--- config.mk ---
export PLATFORM = sky130hd
export DESIGN_NAME = sfifo_irq_ctrl
export DESIGN_NICKNAME = d
export VERILOG_FILES = /design/src/rtl/sfic_pkg.sv /design/src/rtl/sfic_ctl_reg.sv /design/src/rtl/sfic_tx_flag.sv /design/src/rtl/sfic_rx_flags.sv /design/src/rtl/sfifo_irq_ctrl.sv
export SDC_FILE = /design/constraint.sdc
export NUM_CORES = 1
export LEC_CHECK = 0
export BUFFER_PORTS_ARGS = -buffer_cell sky130_fd_sc_hd__buf_4
export CAP_MARGIN = 20
export CELL_PAD_IN_SITES_DETAIL_PLACEMENT = 1
export CELL_PAD_IN_SITES_GLOBAL_PLACEMENT = 1
export CORE_MARGIN = 8
export CORE_UTILIZATION = 26
export DETAILED_ROUTE_END_ITERATION = 7
export GPL_ROUTABILITY_DRIVEN = 0
export PLACE_DENSITY = 0.77
export SLEW_MARGIN = 5
export SYNTH_ARGS = -nofsm -noshare
export SYNTH_HDL_FRONTEND = slang
export SYNTH_SLANG_ARGS = --single-unit
export TNS_END_PERCENT = 5
--- constraint.sdc ---
create_clock -name clk_i -period 1.03 [get_ports clk_i]
set_input_delay 0.0515 -clock clk_i [delete_from_list [all_inputs] [get_ports clk_i]]
set_output_delay 0.0515 -clock clk_i [all_outputs]
set_load 0.02 [all_outputs]
--- src/rtl/sfic_pkg.sv ---
package sfic_pkg;
  localparam int WORD_W = 16;

  // control word bit positions
  localparam int C_TIE  = 7;
  localparam int C_RIE  = 6;
  localparam int C_TE   = 5;
  localparam int C_RE   = 4;
  localparam int C_REIE = 3;
  localparam logic [WORD_W-1:0] CTL_MASK = 16'h00FB;

  // status word bit positions
  localparam int S_TXE = 0;
  localparam int S_RDF = 1;
  localparam int S_DR  = 2;
  localparam int S_ERR = 3;
  localparam int S_BRK = 4;
  localparam int S_OVR = 5;
  localparam int N_STICKY = 3;

  typedef struct packed {
    logic       tie;
    logic       rie;
    logic       te;
    logic       re;
    logic       reie;
    logic [1:0] cks;
  } ctl_t;
endpackage

--- src/rtl/sfic_ctl_reg.sv ---
module sfic_ctl_reg
  import sfic_pkg::*;
(
  input  logic              clk_i,
  input  logic              rst_ni,
  input  logic              wr_i,
  input  logic [WORD_W-1:0] wdata_i,
  output ctl_t              ctl_o,
  output logic [WORD_W-1:0] rdata_o
);
  logic [WORD_W-1:0] ctl_q;

  always_ff @(posedge clk_i or negedge rst_ni) begin
    if (!rst_ni)   ctl_q <= '0;
    else if (wr_i) ctl_q <= wdata_i & CTL_MASK;
  end

  assign rdata_o    = ctl_q;
  assign ctl_o.tie  = ctl_q[C_TIE];
  assign ctl_o.rie  = ctl_q[C_RIE];
  assign ctl_o.te   = ctl_q[C_TE];
  assign ctl_o.re   = ctl_q[C_RE];
  assign ctl_o.reie = ctl_q[C_REIE];
  assign ctl_o.cks  = ctl_q[1:0];

  // written value appears masked on the next cycle
  a_r2_masked_write: assert property (@(posedge clk_i) disable iff (!rst_ni)
    wr_i |=> rdata_o == ($past(wdata_i) & CTL_MASK));
endmodule

--- src/rtl/sfic_tx_flag.sv ---
module sfic_tx_flag #(
  parameter int LVL_W = 5
) (
  input  logic             clk_i,
  input  logic             rst_ni,
  input  logic             load_i,
  input  logic [LVL_W-1:0] level_i,
  input  logic [LVL_W-1:0] trig_i,
  input  logic             rd_i,
  input  logic             wr_i,
  input  logic             wbit_i,
  output logic             flag_o
);
  logic flag_q, arm_q, clr_q;
  logic below, clr;

  assign below = level_i <= trig_i;
  assign clr   = wr_i && !wbit_i && arm_q;

  always_ff @(posedge clk_i or negedge rst_ni) begin
    if (!rst_ni) begin
      flag_q <= 1'b0;
      arm_q  <= 1'b0;
      clr_q  <= 1'b0;
    end else begin
      clr_q <= clr;
      if (clr) begin
        // clear wins over a same-cycle set; recheck follows
        flag_q <= 1'b0;
        arm_q  <= 1'b0;
      end else begin
        flag_q <= flag_q || (load_i && below) || (clr_q && below);
        arm_q  <= arm_q || (rd_i && flag_q);
      end
    end
  end

  assign flag_o = flag_q;

  // flag cannot drop unless armed by a read
  a_r4_no_blind_clear: assert property (@(posedge clk_i) disable iff (!rst_ni)
    (flag_q && !arm_q) |=> flag_q);
  // recheck after a clear with level still low
  a_r5_recheck: assert property (@(posedge clk_i) disable iff (!rst_ni)
    (clr_q && below && !clr) |=> flag_q);
endmodule

--- src/rtl/sfic_rx_flags.sv ---
module sfic_rx_flags
  import sfic_pkg::*;
(
  input  logic                clk_i,
  input  logic                rst_ni,
  input  logic [N_STICKY-1:0] ev_i,
  input  logic                wr_i,
  input  logic [N_STICKY-1:0] wbits_i,
  output logic [N_STICKY-1:0] flags_o
);
  for (genvar g = 0; g < N_STICKY; g++) begin : g_flag
    logic q;
    always_ff @(posedge clk_i or negedge rst_ni) begin
      if (!rst_ni)                  q <= 1'b0;
      else if (ev_i[g])             q <= 1'b1;
      else if (wr_i && !wbits_i[g]) q <= 1'b0;
    end
    assign flags_o[g] = q;

    // an event is never lost
    a_r9_set_wins: assert property (@(posedge clk_i) disable iff (!rst_ni)
      ev_i[g] |=> q);
  end
endmodule

--- src/rtl/sfifo_irq_ctrl.sv ---
module sfifo_irq_ctrl
  import sfic_pkg::*;
#(
  parameter int LVL_W = 5
) (
  input  logic              clk_i,
  input  logic              rst_ni,
  input  logic              bus_sel_i,
  input  logic              bus_we_i,
  input  logic              bus_re_i,
  input  logic [WORD_W-1:0] bus_wdata_i,
  output logic [WORD_W-1:0] bus_rdata_o,
  input  logic              tx_load_i,
  input  logic [LVL_W-1:0]  tx_level_i,
  input  logic [LVL_W-1:0]  tx_trig_i,
  input  logic [LVL_W-1:0]  rx_level_i,
  input  logic [LVL_W-1:0]  rx_trig_i,
  input  logic              rx_ready_i,
  input  logic              rx_err_i,
  input  logic              rx_brk_i,
  input  logic              rx_ovr_i,
  output logic              tx_en_o,
  output logic              rx_en_o,
  output logic [1:0]        clk_sel_o,
  output logic              irq_txe_o,
  output logic              irq_rxf_o,
  output logic              irq_err_o,
  output logic              irq_brk_o
);
  ctl_t              ctl;
  logic [WORD_W-1:0] ctl_rdata, sts_rdata;
  logic              txe, rdf;
  logic [N_STICKY-1:0] sticky;
  logic              err_en;

  sfic_ctl_reg u_ctl (
    .clk_i   (clk_i),
    .rst_ni  (rst_ni),
    .wr_i    (bus_we_i && !bus_sel_i),
    .wdata_i (bus_wdata_i),
    .ctl_o   (ctl),
    .rdata_o (ctl_rdata)
  );

  sfic_tx_flag #(.LVL_W(LVL_W)) u_txf (
    .clk_i   (clk_i),
    .rst_ni  (rst_ni),
    .load_i  (tx_load_i),
    .level_i (tx_level_i),
    .trig_i  (tx_trig_i),
    .rd_i    (bus_re_i && bus_sel_i),
    .wr_i    (bus_we_i && bus_sel_i),
    .wbit_i  (bus_wdata_i[S_TXE]),
    .flag_o  (txe)
  );

  sfic_rx_flags u_rxf (
    .clk_i   (clk_i),
    .rst_ni  (rst_ni),
    .ev_i    ({rx_ovr_i, rx_brk_i, rx_err_i}),
    .wr_i    (bus_we_i && bus_sel_i),
    .wbits_i (bus_wdata_i[S_OVR:S_ERR]),
    .flags_o (sticky)
  );

  assign rdf = rx_level_i >= rx_trig_i;

  always_comb begin
    sts_rdata               = '0;
    sts_rdata[S_TXE]        = txe;
    sts_rdata[S_RDF]        = rdf;
    sts_rdata[S_DR]         = rx_ready_i;
    sts_rdata[S_OVR:S_ERR]  = sticky;
  end

  assign bus_rdata_o = bus_sel_i ? sts_rdata : ctl_rdata;
  assign tx_en_o     = ctl.te;
  assign rx_en_o     = ctl.re;
  assign clk_sel_o   = ctl.cks;
  assign err_en      = ctl.rie || ctl.reie;

  always_ff @(posedge clk_i or negedge rst_ni) begin
    if (!rst_ni) begin
      irq_txe_o <= 1'b0;
      irq_rxf_o <= 1'b0;
      irq_err_o <= 1'b0;
      irq_brk_o <= 1'b0;
    end else begin
      irq_txe_o <= ctl.tie && txe;
      irq_rxf_o <= ctl.rie && (rdf || rx_ready_i);
      irq_err_o <= err_en && sticky[0];
      irq_brk_o <= err_en && (sticky[1] || sticky[2]);
    end
  end

  // transmit request off one cycle after its enable is low
  a_r7_tie_gate: assert property (@(posedge clk_i) disable iff (!rst_ni)
    !ctl.tie |=> !irq_txe_o);
  // data-ready with enable raises the receive request
  a_r8_ready_irq: assert property (@(posedge clk_i) disable iff (!rst_ni)
    (ctl.rie && rx_ready_i) |=> irq_rxf_o);
  // no error or break request with both enables low
  a_r10_err_gate: assert property (@(posedge clk_i) disable iff (!rst_ni)
    !err_en |=> !(irq_err_o || irq_brk_o));
  // qualifying load sets the flag seen on the status port
  a_r3_load_sets: assert property (@(posedge clk_i) disable iff (!rst_ni)
    (tx_load_i && tx_level_i <= tx_trig_i && !(bus_we_i && bus_sel_i)) |=> txe);
endmodule

# Word-level counts from Yosys, hierarchy flattened
# Index checks and enable logic that the tools add are counted.
# op_classes
n_shift,0
n_reduce_logical,29
div_mod_pow,0
multipliers,0
muxes,9
add_sub_neg,0
bitwise_logic,0
magnitude_cmp,2
eq_ne,0
# ops
cell,n
1-bit logical AND,15
1-bit 2-to-1 mux,8
8-bit 2-to-1 mux,1
1-bit logical OR,6
2-bit nonzero test,3
5-bit >= comparator,1
5-bit <= comparator,1
1-bit zero test,5
# totals
romBits,0
reg_bits,17
wordCells,51
n_memories,0
output_inout_bits,24
ram_bits,0
latch_bits,0

# Logic depth before layout (Yosys ltp)
# Gate-level depths: netlist of the first run.
# depth
word_depth,5
ltp_mapped,5
ltp_nobuf,5

# By module
# A second synthesis of the first run with hierarchy kept.
# unflattened
hier_cells,118
hier_area_um2,1207.4
# by_module_without_submodules
mod,area_each_um2,cells_each,seq_area_each_um2,n_inst
sfifo_irq_ctrl,429.2,48,100.1,1
sfic_ctl_reg,415.4,32,175.2,1
sfic_tx_flag,224.0,26,75.1,1
sfic_rx_flags,138.9,12,75.1,1

# Worst setup path after synthesis of the first run
# Ideal clock, no wire load.
# synth_path
kind,input to output
start,input port rx_trig_i[2]
end,output port bus_rdata_o[1]
path_slack_ps,-117
required_time_ps,978
stages,5
arrival_time_ps,1095
path_cell_list,inv_1 -> ha_1 -> a211oi_1 -> o21ai_0 -> o32a_1
# synth_via
elab_chain_len,2
# synth_lines
element,line,source
start: declaration,sfifo_irq_ctrl.sv:17,"input logic [LVL_W-1:0] rx_trig_i,"
5-bit >= comparator,sfifo_irq_ctrl.sv:66,assign rdf = rx_level_i >= rx_trig_i;
8-bit 2-to-1 mux,sfifo_irq_ctrl.sv:76,assign bus_rdata_o = bus_sel_i ? sts_rdata : ctl_rdata;
end: declaration,sfifo_irq_ctrl.sv:12,"output logic [WORD_W-1:0] bus_rdata_o,"
# Every way passes these cells.

# Worst setup path in the final report of the first run
# Ends and elaborated chain as after synthesis.

==> results_dict.tcl, run 1 <==
set metrics [dict create \
    grt_setup_unrepaired "yes" \
    ios 70 \
    worstHoldStart "bus_wdata_i[1]" \
    clk_pin_slew_ns 0.07 \
    required_ns 0.98 \
    cts_buffer_depth 2 \
    wl_met2_um 1891 \
    max_cap_violations 0 \
    grt_usage 0.1061 \
    vias 936 \
    n_antenna_cell 0 \
    yosys.area.top_type_share 0.4087 \
    antenna_found_initial 0 \
    whs_endpoint "u_ctl.rdata_o[1]" \
    violations "negative setup slack" \
    drc 0 \
    design.core.area_mm2 0.003914 \
    start_kind "primary input" \
    outcome "finished with violations" \
    multi_input_area_um2 629.4 \
    hold_viol 0 \
    combPwrFrac 0.378 \
    synth_area_leader_cell "dfrtp_1" \
    syn_area_per_cell_um2 10.52 \
    whs_path_depth 2 \
    clock_latency_ns 0.25 \
    dp_hpwl_um 2955 \
    grt_max_degree 18 \
    finalWirelength_um 3523 \
    grt_overflow 0 \
    cts-root-buf "clkbuf_8" \
    worstSetupPathType "in2out" \
    ys_top_cells_by_area "dfrtp_1 41%, ha_1 12%, mux2_1 7.6%, buf_4 7.2%, inv_1 4.7%" \
    reg2reg_slack_ns -0.07 \
    final_cell_mix "51 x buf_4, 16 x dfrtp_1, 8 x conb_1, 8 x buf_6" \
    fmaxAchievable_mhz 848.8 \
    yosysWarnings 0 \
    slew_viol_final 0 \
    cts_tree "done" \
    irDropWorstVdd_mv 0.6465 \
    first_iter_violations 11 \
    antenna_left 0 \
    wl_met1_um 1318 \
    post-route-period-util 1.144 \
    grt_pass1_wl_um 5416 \
    total_power_mw 2.124 \
    power_density_mw_per_mm2 1218 \
    ys_types 27 \
    cts_inserted_buffers 3 \
    wire_per_inst_um 16.70 \
    r2r-end "u_txf.flag_o" \
    p_clk_frac 0.233 \
    ys_seq_elements 17 \
    rr_startpoint "u_txf.arm_q" \
    nFillCells 460 \
    via_per_inst 4.436 \
    setup.worst_path.start "rx_trig_i[2]" \
    worstPathArrival_ns 1.13 \
    fp.dieH_um 79.28 \
    final_common_cell "buf_4" \
    min_period_ns 1.178 \
    grt_pass1_vias 1117 \
    drive_gt1_frac 0.5466 \
    layout.area.seq_um2 426.7 \
    routed.top_layer "met4" \
    finalSetupViolations 6 \
    worstHoldPathType "in2reg" \
    syn_area_mm2 0.001041 \
    route.met3.wl_um 250 \
    rows 23 \
    die-area_mm2 0.006285 \
    p_leak_nw 0.8278 \
    p_sw_mw 0.6664 \
    fp.dieW_um 79.28 \
    clock_sinks 17 \
    nNetsFinal 218 \
    path_max_fanout 2 \
    portBuffers 52 \
    dp_slack_ns -0.3032 \
    htreeDepth 1 \
    syn_to_final_growth_pct 67.43 \
    netlist_instances 99 \
    fin_skew_ns 0.004750 \
    reg2regPathDepth 3 \
    internal_power_mw 1.457 \
    netSwitchingFraction 0.3138 \
    end_kind "primary output" \
    initial_core_util 0.2660 \
    yosysSeqAreaShare 0.4087 \
    firstDrtPassIters 2 \
    p_seq_frac 0.390 \
    fin_ws_ns -0.1481 \
]
registers in the layout, summed over array words and instances, names as in the netlist:
register        count
u_txf.flag_o        1
irq_rxf_o           1
u_txf.clr_q         1
irq_err_o           1
u_rxf.g_flag.q      3
irq_brk_o           1
irq_txe_o           1
u_txf.arm_q         1
u_ctl.rdata_o       7
timing repair:
item                                    CTS  global route
endpoints found under the hold margin    20             0
setup buffers                             0             1
pin swaps                                 4             6
endpoints found under the setup margin    7             8
resized for setup                        10            15
hold buffers                              4             0
cells by family (layout without fill, tap and decap cells):
family          after synthesis  count (layout)  share of synthesized area
other cells                   1               8                   0.003602
fa+ha+maj                    10              10                     0.1202
compound gates               17              17                     0.1130
mux                          11              11                     0.1190
simple gates                 18              18                     0.1070
buf+inv                      25              80                     0.1286
flops                        17              17                     0.4087
power groups by stage:
stage	clock, mW	combinational (mW)	sequential (mW)
after floorplan	0	0.358	0.866
after global placement	0	0.692	0.831
after detailed placement	0	0.727	0.839
after CTS	0.505	0.774	0.827
after global routing	0.527	0.867	0.841
final	0.494	0.802	0.828
stage by stage:
stage                     hold WS (ns)  setup TNS (ns)  cell area [µm²]  utilization  instances
after floorplan                -0.2441        -0.07384             1137            -        106
after global placement        -0.07672         -0.5508             1550       0.3961        202
after detailed placement      -0.06916         -0.7282             1550       0.3961        202
after CTS                      0.01893         -0.6421             1668       0.4262        210
after global routing           0.03357         -0.7894             1743       0.4453        211
final                          0.01796         -0.5653             1743       0.4453        211
worst max-delay path, cell delays in order:
cell and delay [ns]:
buf_6 0.10, inv_4 0.04, ha_4 0.19, a211oi_2 0.20, o21ai_1 0.10, o32a_1 0.31
buf_6 0.14
worst max path at each step:
stage                      to  slack (ns)  cells past startpoint
6_report       bus_rdata_o[1]       -0.15                      7
3_5_place_dp   bus_rdata_o[1]       -0.30                      6
5_1_grt        bus_rdata_o[1]       -0.16                      7
3_3_place_gp   bus_rdata_o[1]       -0.23                      7
2_1_floorplan    u_txf.flag_o       -0.05                      5
4_1_cts        bus_rdata_o[1]       -0.21                      7
synthesized netlist by cell type (all sizes together):
| cell type | number |
|---|---|
| a211oi | 1 |
| a21oi | 3 |
| a31oi | 1 |
| and2 | 2 |
| buf | 12 |
| conb | 1 |
| dfrtp | 17 |
| ha | 10 |
| inv | 13 |
| mux2 | 11 |
| nand2 | 3 |
| nand2b | 3 |
| nand4 | 2 |
| nand4b | 1 |
| nor2 | 3 |
| nor2b | 3 |
| o211ai | 1 |
| o21a | 1 |
| o21ai | 6 |
| o221ai | 1 |
| o22a | 1 |
| o32a | 1 |
| o41a | 1 |
| or4b | 1 |
cell type report:
class	instances	area share
Multi-Input combinational cell	64	0.3611
Timing Repair Buffer	63	0.2943
Sequential cell	17	0.2448
Inverter	13	0.03805
Tap cell	50	0.03589
Clock buffer	4	0.02584
layer usage:
layer,up-vias,global-route usage
met3,4,0.03386
met1,450,0.1115
met4,0,0.01296
li1,445,-
met5,-,0
met2,37,0.2038
Note: power is estimated with default switching activity, not from simulation.
==> run 2, diff against run 1 <==
--- a/config.mk
+++ b/config.mk
@@ -9,8 +9,9 @@
 export CAP_MARGIN = 20
 export CELL_PAD_IN_SITES_DETAIL_PLACEMENT = 1
 export CELL_PAD_IN_SITES_GLOBAL_PLACEMENT = 1
-export CORE_MARGIN = 8
+export CORE_MARGIN = 2
 export CORE_UTILIZATION = 26
+export CTS_BUF_LIST = sky130_fd_sc_hd__clkbuf_16
 export DETAILED_ROUTE_END_ITERATION = 7
 export GPL_ROUTABILITY_DRIVEN = 0
 export PLACE_DENSITY = 0.77
==> results_dict.tcl, run 2 (synthesis results as in run 1) <==
set metrics [dict create \
    final_common_cell "buf_4" \
    grt_pass1_wl_um 4643 \
    via_per_inst 4.448 \
    die-area_mm2 0.004526 \
    violations "negative setup slack" \
    cts-root-buf "clkbuf_16" \
    slowest_stage "o41a_1" \
    finalWirelength_um 2983 \
    initial_core_util 0.2781 \
    largest_reg_flops 7 \
    fin_skew_ns 0.002559 \
    start_kind "primary input" \
    outcome "finished with violations" \
    vias 934 \
    ios 70 \
    cp_top_family "buffers and inverters" \
    fmaxAchievable_mhz 795.6 \
    irDropWorstVdd_mv 1.085 \
    path_max_fanout 2 \
    antenna_left 0 \
    cp_num_buf_inv 6 \
    fin_util 0.4662 \
    clock_sinks 17 \
    n_antenna_cell 0 \
    grt_pass1_vias 1020 \
    critPathMaxStageDelay_ns 0.31 \
    dp_hpwl_um 2361 \
    design.core.area_mm2 0.003744 \
    fp.dieH_um 67.28 \
    min_period_ns 1.257 \
    rows 22 \
    antenna_found_initial 0 \
    drc 0 \
    post-route-period-util 1.220 \
    syn_to_final_growth_pct 67.67 \
    first_iter_violations 12 \
    worstSetupPathType "in2reg" \
    portBuffers 52 \
    drive_gt1_frac 0.5185 \
    htreeDepth 1 \
    required_ns 1.15 \
    max_cap_violations 0 \
    worstHoldPathType "in2reg" \
    end_kind "flip-flop" \
    hold_viol 0 \
    clock_latency_ns 0.25 \
    grt_max_degree 18 \
    firstDrtPassIters 4 \
    grt_overflow 0 \
    cts_tree "done" \
    wire_per_inst_um 14.20 \
    grt_usage 0.1387 \
    finalSetupViolations 7 \
    grt_setup_unrepaired "yes" \
    fin_ws_ns -0.2269 \
    whs_ns 0.004291 \
    worstPathArrival_ns 1.38 \
    p_leak_nw 0.8559 \
    final_cell_mix "53 x buf_4, 17 x dfrtp_1, 9 x inv_1, 9 x buf_6, 8 x conb_1" \
    clk_pin_slew_ns 0.05 \
    slew_viol_final 0 \
    fp.dieW_um 67.28 \
    nNetsFinal 219 \
    cts_buffer_depth 2 \
    power_density_mw_per_mm2 1370 \
    cts_inserted_buffers 3 \
    worst_path_most_repeated_cell "buf_6" \
    path_cells "buf_6, inv_4, ha_4, a211oi_4, buf_4, buf_6, buf_6, buf_6, nor2_1, o41a_1" \
]
-- run 2: path summary, 6_finish.rpt --
kind	start	end	slack, ns	cells past startpoint
max in group asynchronous	rst_ni	irq_rxf_o	0.62	2
min in group asynchronous	rst_ni	irq_brk_o	0.21	2
setup / recovery	rx_trig_i[2]	irq_rxf_o	-0.23	10
setup reg to reg	u_txf.arm_q	u_txf.flag_o	-0.07	3
hold reg to reg	u_txf.arm_q	u_txf.arm_q	0.51	2
hold / removal	rx_brk_i	u_rxf.g_flag[1].q	0.004	2
-- run 2: area by class of cell --
| cell class | instances | area (µm²) |
|---|---|---|
| Fill cell | 427 | 1998 |
| Multi-Input combinational cell | 64 | 595.6 |
| Timing Repair Buffer | 64 | 519.2 |
| Sequential cell | 17 | 425.4 |
| Clock buffer | 3 | 75.07 |
| Inverter | 13 | 66.31 |
| Tap cell | 48 | 60.06 |
| Clock inverter | 1 | 3.754 |
-- run 2: power by group --
group / switching, mW / internal, mW / total, mW
Clock: 0.252 / 0.515 / 0.767
Sequential: 0.0667 / 0.761 / 0.828
Combinational: 0.369 / 0.427 / 0.796
-- run 2: metal layers --
metal | global-route usage | routed length [µm]
met1 | 0.1465 | 1075
met2 | 0.2624 | 1676
met3 | 0.04000 | 205
met4 | 0.04337 | 25
met5 | 0 | 0
-- run 2: what timing repair did --
item                                    in CTS  in global routing
setup buffers                                4                  0
endpoints found under the hold margin       18                  0
gates resized for setup                     10                  9
hold buffers                                 2                  0
endpoints found under the setup margin       6                  8
pin swaps                                    4                  1
-- run 2: per-stage QoR --
stage | power [mW] | TNS (ns) | worst slack (ns) | cells | cell area [µm²]
after global placement | 1.516 | -0.5760 | -0.2312 | 200 | 1548
after detailed placement | 1.547 | -0.7482 | -0.3223 | 200 | 1548
after floorplan | 1.224 | -0.07384 | -0.04848 | 106 | 1137
after CTS | 2.388 | -0.8964 | -0.2404 | 210 | 1709
after global routing | 2.514 | -1.156 | -0.2757 | 210 | 1745
final | 2.391 | -0.8402 | -0.2269 | 210 | 1745
